File: src/rtl/awe_pkg.sv
package awe_pkg;
    localparam int TEMP_W = 12;
    localparam int HYST_W = 6;
    localparam int WIDE_W = TEMP_W + 1;

    typedef logic signed [TEMP_W-1:0] temp_t;
    typedef logic signed [WIDE_W-1:0] wide_t;
    typedef logic [HYST_W-1:0]        hyst_t;

    typedef struct packed {
        logic below;
        logic above;
        logic crit;
    } flags_t;

    function automatic wide_t widen(input temp_t t);
        return {t[TEMP_W-1], t};
    endfunction

    function automatic wide_t lower_by(input temp_t thr, input hyst_t h, input logic en);
        wide_t off;
        off = en ? $signed({{(WIDE_W-HYST_W){1'b0}}, h}) : '0;
        return widen(thr) - off;
    endfunction
endpackage

File: src/rtl/awe_trend.sv
module awe_trend
    import awe_pkg::*;
(
    input  logic  clk,
    input  logic  rst,
    input  logic  shdn,
    input  logic  smp_vld,
    input  temp_t temp,
    output logic  apply_lo,
    output logic  apply_up
);
    logic  first_q;
    logic  fall_q;
    logic  fall_now;
    temp_t prev_q;

    always_comb begin
        if (temp < prev_q)      fall_now = 1'b1;
        else if (temp > prev_q) fall_now = 1'b0;
        else                    fall_now = fall_q;
        apply_lo = first_q | fall_now;
        apply_up = ~first_q & fall_now;
    end

    always_ff @(posedge clk) begin
        if (rst || shdn) begin
            first_q <= 1'b1;
            fall_q  <= 1'b0;
            prev_q  <= '0;
        end else if (smp_vld) begin
            first_q <= 1'b0;
            prev_q  <= temp;
            fall_q  <= first_q ? 1'b0 : fall_now;
        end
    end

    // leaving shutdown always restarts the first-sample rule
    p_wake_first_r3: assert property (@(posedge clk) disable iff (rst)
        shdn |=> first_q);
    // trend memory unchanged without a sample
    p_trend_hold_r4: assert property (@(posedge clk) disable iff (rst)
        (!shdn && !smp_vld) |=> ($stable(fall_q) && $stable(prev_q)));
endmodule

File: src/rtl/awe_window.sv
module awe_window
    import awe_pkg::*;
(
    input  temp_t  temp,
    input  temp_t  lim_lo,
    input  temp_t  lim_hi,
    input  temp_t  lim_crit,
    input  hyst_t  hyst,
    input  logic   apply_lo,
    input  logic   apply_up,
    output flags_t nflags
);
    wide_t t_w;
    wide_t eff_lo;
    wide_t eff_hi;
    wide_t eff_cr;

    always_comb begin
        t_w          = widen(temp);
        eff_lo       = lower_by(lim_lo,   hyst, apply_lo);
        eff_hi       = lower_by(lim_hi,   hyst, apply_up);
        eff_cr       = lower_by(lim_crit, hyst, apply_up);
        nflags.below = t_w < eff_lo;
        nflags.above = t_w > eff_hi;
        nflags.crit  = t_w > eff_cr;
    end
endmodule

File: src/rtl/awe_event.sv
module awe_event
    import awe_pkg::*;
(
    input  logic   clk,
    input  logic   rst,
    input  logic   shdn,
    input  logic   smp_vld,
    input  logic   mode_intr,
    input  logic   clr_evt,
    input  flags_t nflags,
    output flags_t flags_q,
    output logic   evt_q
);
    logic cond;
    assign cond = |nflags;

    always_ff @(posedge clk) begin
        if (rst || shdn) begin
            flags_q <= '0;
            evt_q   <= 1'b0;
        end else begin
            if (smp_vld) flags_q <= nflags;
            if (mode_intr)    evt_q <= (evt_q & ~clr_evt) | (smp_vld & cond);
            else if (smp_vld) evt_q <= cond;
        end
    end

    p_shdn_quiet_r2: assert property (@(posedge clk) disable iff (rst)
        shdn |=> (!evt_q && flags_q == '0));
    p_cmp_track_r6: assert property (@(posedge clk) disable iff (rst)
        (!shdn && !mode_intr && smp_vld) |=> (evt_q == $past(cond)));
    p_intr_hold_r7: assert property (@(posedge clk) disable iff (rst)
        (!shdn && mode_intr && evt_q && !clr_evt) |=> evt_q);
    p_intr_clear_r7: assert property (@(posedge clk) disable iff (rst)
        (!shdn && mode_intr && clr_evt && !smp_vld) |=> !evt_q);
    p_flag_hold_r10: assert property (@(posedge clk) disable iff (rst)
        (!shdn && !smp_vld) |=> $stable(flags_q));
endmodule

File: src/rtl/alarm_window_evt.sv
module alarm_window_evt
    import awe_pkg::*;
(
    input  logic              clk,
    input  logic              rst,
    input  logic              smp_vld,
    input  logic [TEMP_W-1:0] temp,
    input  logic [TEMP_W-1:0] lim_lo,
    input  logic [TEMP_W-1:0] lim_hi,
    input  logic [TEMP_W-1:0] lim_crit,
    input  logic [HYST_W-1:0] hyst,
    input  logic              mode_intr,
    input  logic              shdn,
    input  logic              clr_evt,
    output logic              flag_below,
    output logic              flag_above,
    output logic              flag_crit,
    output logic              evt_out,
    output logic              evt_status
);
    logic   apply_lo;
    logic   apply_up;
    flags_t nflags;
    flags_t flags_q;
    logic   evt_q;

    awe_trend u_trend (
        .clk(clk), .rst(rst), .shdn(shdn), .smp_vld(smp_vld),
        .temp(temp_t'(temp)), .apply_lo(apply_lo), .apply_up(apply_up)
    );

    awe_window u_window (
        .temp(temp_t'(temp)), .lim_lo(temp_t'(lim_lo)), .lim_hi(temp_t'(lim_hi)),
        .lim_crit(temp_t'(lim_crit)), .hyst(hyst),
        .apply_lo(apply_lo), .apply_up(apply_up), .nflags(nflags)
    );

    awe_event u_event (
        .clk(clk), .rst(rst), .shdn(shdn), .smp_vld(smp_vld),
        .mode_intr(mode_intr), .clr_evt(clr_evt), .nflags(nflags),
        .flags_q(flags_q), .evt_q(evt_q)
    );

    assign flag_below = flags_q.below;
    assign flag_above = flags_q.above;
    assign flag_crit  = flags_q.crit;
    assign evt_out    = evt_q;
    assign evt_status = evt_q;

    // everything low right after reset
    p_reset_low_r1: assert property (@(posedge clk)
        rst |=> (!evt_out && !flag_below && !flag_above && !flag_crit));
endmodule

File: config.mk
export PLATFORM = sky130hd
export DESIGN_NAME = alarm_window_evt
export DESIGN_NICKNAME = d
export VERILOG_FILES = /design/src/rtl/awe_pkg.sv /design/src/rtl/awe_trend.sv /design/src/rtl/awe_window.sv /design/src/rtl/awe_event.sv /design/src/rtl/alarm_window_evt.sv
export SDC_FILE = /design/constraint.sdc
export NUM_CORES = 1
export LEC_CHECK = 0
export BUFFER_PORTS_ARGS = -buffer_cell sky130_fd_sc_hd__buf_2
export CAP_MARGIN = 0
export CORE_UTILIZATION = 56
export CTS_CLUSTER_DIAMETER = 120
export CTS_CLUSTER_SIZE = 20
export DETAILED_ROUTE_END_ITERATION = 7
export PLACE_DENSITY = 0.84
export SLEW_MARGIN = 5
export SYNTH_ARGS = -nofsm -noshare
export SYNTH_HDL_FRONTEND = slang
export SYNTH_SLANG_ARGS = --single-unit
File: constraint.sdc
create_clock -name clk -period 5.6 [get_ports clk]
set_input_delay 0 -clock clk [delete_from_list [all_inputs] [get_ports clk]]
set_output_delay 0 -clock clk [all_outputs]
set_load 0.1 [all_outputs]
* Word-level counts from Yosys, hierarchy flattened *
Cells that the tools add are included.

storage, ports and cells
  RAM bits = 0
  bits in registers = 18
  input port bits = 60
  latch bits = 0
  memories = 0
  word-level logic and storage cells = 32
  memory bits (read-only) = 0
  output and inout bits = 5

operators by class
  bitwise gates (word level) = 7
  eq/ne operators = 0
  $mul = 0
  div/mod/pow operators = 0
  muxes and demuxes = 7
  shift-type cells = 0
  $add $sub $neg = 3
  $lt $le $gt $ge = 5
  reduce and logical (&&, ||, !) cells = 3

operators with widths
  kind               number
  $sub 12x7->13      3
  $gt 12x13->1       2
  $lt 12x13->1       1
  $gt 12x12->1       1
  $lt 12x12->1       1
  $mux 6             2
  $mux 1             5
  $and 1x1->1        3
  $reduce_or 3->1    1
  $not 1->1          2
  $or 1x1->1         2
  $reduce_bool 2->1  1
  $logic_or 1x1->1   1

* Logic depth before layout (Yosys ltp) *
  depth in word-level cells = 11
  depth in mapped cells = 24
  depth with buffers taken out = 24

* Hierarchy *
A second synthesis with hierarchy kept.

second synthesis, totals
  cell total of the unflattened synthesis = 356
  area total of the unflattened synthesis = 2947.8 um2

by module, submodules not included
  module            area each (um2)  seq. area each (um2)  cells an instance  instances
  awe_window        1923.1           0.0                   244                1
  awe_trend         854.6            280.3                 96                 1
  awe_event         162.7            80.1                  15                 1
  alarm_window_evt  7.5              0.0                   1                  1

* Worst setup path before layout *
Ideal clock, no wire load.

  path type = flip-flop to flip-flop
  from = reg u_trend.prev_q[1]
  to = reg u_event.evt_q
  path slack = 1.024 ns
  period minus slack after synthesis = 4.576 ns
  required time = 5.514 ns
  cell stages (with the launch flop) = 25
  path buffers = 0
  arrival = 4.491 ns
  setup time = 0.086 ns
  cells stage by stage = dfxtp_1 > inv_1 > ha_1 > nor2b_1 > o21a_1 > o21ai_2 > a21oi_1 > o41ai_2 > and3_2 > ha_1 > inv_1 > fa_1 > a21o_1 > a21oi_1 > o21bai_1 > a21oi_1 > nand2_1 > xor2_1 > ha_1 > nand3_1 > nor3_1 > a21boi_0 > o31a_1 > a21oi_1 > a211oi_1

between the ends
  word-level cells in the longest chain between the ends = 11
  elaborated cells on any way between the ends = 19
  those cells by class = add/sub (3); order compare (5); mux (6); bitwise (4); reduce/logical (1)

RTL lines
  what                                              line                              source
  start, declared                                   awe_trend.sv:15                   temp_t prev_q;
  start signal, assigned                            awe_trend.sv:32                   prev_q <= temp;
  $gt 12x12->1                                      awe_trend.sv:19                   else if (temp > prev_q) fall_now = 1'b0;
  $mux 1                                            awe_trend.sv:19
  $mux 1 (*)                                        awe_trend.sv:18                   if (temp < prev_q) fall_now = 1'b1;
  $and 1x1->1 / $or 1x1->1 (equally long branches)  awe_trend.sv:22, awe_trend.sv:21
  $mux 6                                            awe_pkg.sv:22                     off = en ? $signed({{(WIDE_W-HYST_W){1'b0}}, h}) : '0;
  $sub 12x7->13                                     awe_pkg.sv:23                     return widen(thr) - off;
  $gt 12x13->1, or another cell as far along        awe_window.sv:25                  nflags.crit = t_w > eff_cr;
  $reduce_or 3->1 (*)                               awe_event.sv:15                   assign cond = |nflags;
  $and 1x1->1                                       awe_event.sv:23                   if (mode_intr) evt_q <= (evt_q & ~clr_evt) | (smp_vld & cond);
  $or 1x1->1                                        awe_event.sv:23
  $mux 1 (*)                                        awe_event.sv:23
  end signal, assigned                              awe_event.sv:23
  end signal, assigned                              awe_event.sv:24                   else if (smp_vld) evt_q <= cond;
  end, declared                                     awe_event.sv:12                   output logic evt_q

Every way passes the cells marked *; elsewhere a longest branch is shown, timed or not. The select of a mux whose other input is x is not followed.
A chain may end at the register's enable or synchronous reset.

* Final worst setup path *
  from = reg u_trend.prev_q[9]
  to = reg u_event.evt_q

Same word-level chain as after synthesis.

==> results.py <==
metrics = {
    "cells_and_area": {
        "insertedDiodeCount": 0,
        "fillers": 419,
        "final_cells": 484,
        "drive_gt1_share_pct": 18.5,
        "multi_input_comb_area_um2": 2350,
        "seq_area_um2": 360,
        "final_core_util_pct": 69.1,
        "final_nets": 549,
        "syn_to_final_growth_pct": 16.4,
    },
    "synth": {
        "ys_seq_area_share_pct": 12.6,
        "synth_simple_gate_area_share_pct": 16.5,
        "ys_seq_elements": 18,
        "synth_cells": 352,
        "synth_area_leaders": "ha_1, dfxtp_1, xnor2_1",
        "avgSynthCellArea_um2": 8.13,
        "synth_top_family_by_area": "adder cells",
        "synthMuxAreaShare_pct": 5.25,
        "syn_area_um2": 2860,
        "yosysTopAreaCell": "ha_1",
        "synth.top_cell.area_share_pct": 29.7,
        "synth_xor_area_share_pct": 9.18,
        "ys_types": 45,
        "async_flop_share_pct": 0,
        "yosys_warnings": 0,
        "yosysMostFrequentCell": "ha_1",
        "synth-edff-count": 0,
        "synthAdderAreaFrac_pct": 31.8,
        "synth_compound_area_share_pct": 18.9,
        "synth_commonest_cells": "ha_1, inv_1, nor2_1",
        "synth_ff_type": "dfxtp_1",
        "syn_nets": 483,
    },
    "clocking": {
        "numCtsBuffers": 3,
        "path_clk_slew_ns": 0.07,
        "cts.sinks": 18,
        "clockRootBuffer": "clkbuf_8",
        "h-tree-depth": 1,
        "clockBufferDepth": 2,
        "clk_latency_ns": 0.26,
        "tritoncts": "yes",
    },
    "critical_path": {
        "cp_data_arrival_time_ns": 5.27,
        "end_kind": "flip-flop",
        "required_ns": 5.78,
        "cp-start-kind": "flip-flop",
        "cp_slowest_cell": "a311oi_1",
        "cp_cell_sequence": "inv_1 > ha_1 > a21oi_1 > o211ai_1 > nor2_1 > a311oi_1 > o41ai_4 > buf_4 > nand3_1 > ha_1 > a21o_1 > a21oi_1 > o21bai_1 > a21oi_2 > nand2_1 > xor2_1 > ha_1 > nand3_1 > nor3_1 > a21boi_0 > o31a_1 > a21oi_1 > a211oi_1",
        "worstPathMaxFanout": 8,
        "max_stage_delay_ns": 0.44,
        "crit_type": "reg -> reg",
    },
    "sta": {
        "period_share_pct": 91.0,
        "worst_slack_ns": 0.507,
        "max_freq_ghz": 0.196,
        "fin_skew_ns": 0.00565,
        "slew_viol_final": 0,
        "whs_ns": 0.0289,
        "finalHoldViolations": 0,
        "min_period_ns": 5.09,
        "slew_headroom_pct": 64.2,
        "setup-tns-final_ns": 0,
        "setup_viol": 0,
        "rsz0062_at_grt": "false",
        "tightest_slew_ns": 0.537,
    },
    "route": {
        "finalWirelength_mm": 6.78,
        "ant_nets": 0,
        "drtIter0Drc": 176,
        "drc": 0,
        "vias_per_cell": 5.70,
        "firstDrtPassIters": 5,
        "vias": 2758,
        "routedWlPerCell_um": 14.0,
    },
    "floorplan": {
        "die_area_um2": 5400,
        "num_rows": 25,
        "ios": 65,
        "die_h_um": 73.5,
        "core_region_area_um2": 4820,
        "die_w_um": 73.5,
        "start_util_pct": 59.4,
    },
    "global_route": {
        "track_usage_pct": 26.3,
        "grt_max_degree": 22,
        "antenna_found_initial": 0,
        "grt_pass1_vias": 2525,
        "globalRouteOverflowTotal": 0,
        "grt_pass1_wl_mm": 11.1,
    },
    "job": {
        "cap_violations": 0,
    },
    "power_and_ir_drop": {
        "p_per_area_nw_per_um2": 154,
        "power_leakage_uw": 0.00159,
        "irDropWorstVdd_mv": 0.154,
    },
    "placement": {
        "io_buffers": 64,
        "routabilityCongestion": 0.834,
        "post-dp-hpwl_mm": 5.77,
        "numPlacedInstances": 478,
        "pre_cts_ws_ns": 0.414,
    },
    "status": {
        "status": "finished, final reports clean",
    },
    "worst_hold_path": {
        "hp-class": "in -> reg",
    },
}
cells by family after synthesis:
group                    count (synthesis)
AND/OR/NAND/NOR                         92
AO/OA/AOI/OAI                           85
adder cells (fa/ha/maj)                 71
buffers and inverters                   41
XOR/XNOR                                30
flip-flops                              18
multiplexers                            15
worst paths after layout:
| kind | from | to | slack [ns] | cells after the start |
|---|---|---|---|---|
| worst max register to register | u_trend.prev_q[9] | u_event.evt_q | 0.51 | 23 |
| worst min register to register | u_event.flags_q[2] | u_event.flags_q[2] | 0.49 | 2 |
| worst min-delay path | temp[0] | u_trend.prev_q[0] | 0.03 | 3 |
| worst max-delay path | u_trend.prev_q[9] | u_event.evt_q | 0.51 | 23 |
final cells by class:
class                      instances  area share, %
inverter                          35           3.95
sequential                        18           10.8
clock buffer                       4           1.65
timing repair buffer              67           10.4
tap                               67           2.52
multi-input combinational        293           70.6
report_power, final:
group | total, uW | switching (uW) | internal (uW)
registers | 136 | 3.11 | 133
logic | 269 | 152 | 117
clock network | 109 | 45.9 | 62.6
registers in the layout, indices dropped and copies added, names as in the netlist:
signal and count:
u_trend.prev_q 12, u_event.flags_q 3, u_event.evt_q 1, u_trend.fall_q 1
u_trend.first_q 1
cells in the final DEF (no fill, tap or decap), types with 5 or more instances in the layout:
cell     netlist  routed
nor2_1        30      30
nand3_1        9       9
nor3_1        14      14
a21oi_1       29      28
mux2i_1       15      15
a21o_1         8       8
inv_1         35      35
o21ai_1        5       5
xor2_1         6       6
xnor2_1       24      24
nor2b_1        9       9
buf_2          0      64
ha_1          68      68
nand2_1        8       8
dfxtp_1       18      18
o21a_1         6       6
o21ai_0       13      13
stage by stage:
step                      total power [uW]  instance area (um2)
after floorplan                        324                 2860
after global placement                 392                 3240
after detailed placement               401                 3240
after CTS                              512                 3310
after global routing                   555                 3330
final                                  514                 3330
metal layers:
layer / vias up / wire length (um) / global-route usage, %
met5: - / 0 / 0
met2: 88 / 3140 / 44.5
met3: 9 / 332 / 3.70
li1: 1407 / - / -
met4: 0 / 76 / 5.98
met1: 1254 / 3230 / 35.2
repair_timing:
action	in CTS	in global routing
resized for setup	0	2
hold buffers	2	0
setup buffers	0	0
endpoints found under the setup margin	0	2
hold endpoints to repair	1	0
critical path: cells and delay by family, from the launching register on:
family,cells,cell delay (ns)
compound gates,12,2.68
xor+xnor,1,0.15
simple gates,5,0.72
buf+inv,2,0.26
fa+ha+maj,3,0.87
flops,1,0.33
Note: power is estimated with default switching activity, not from simulation.
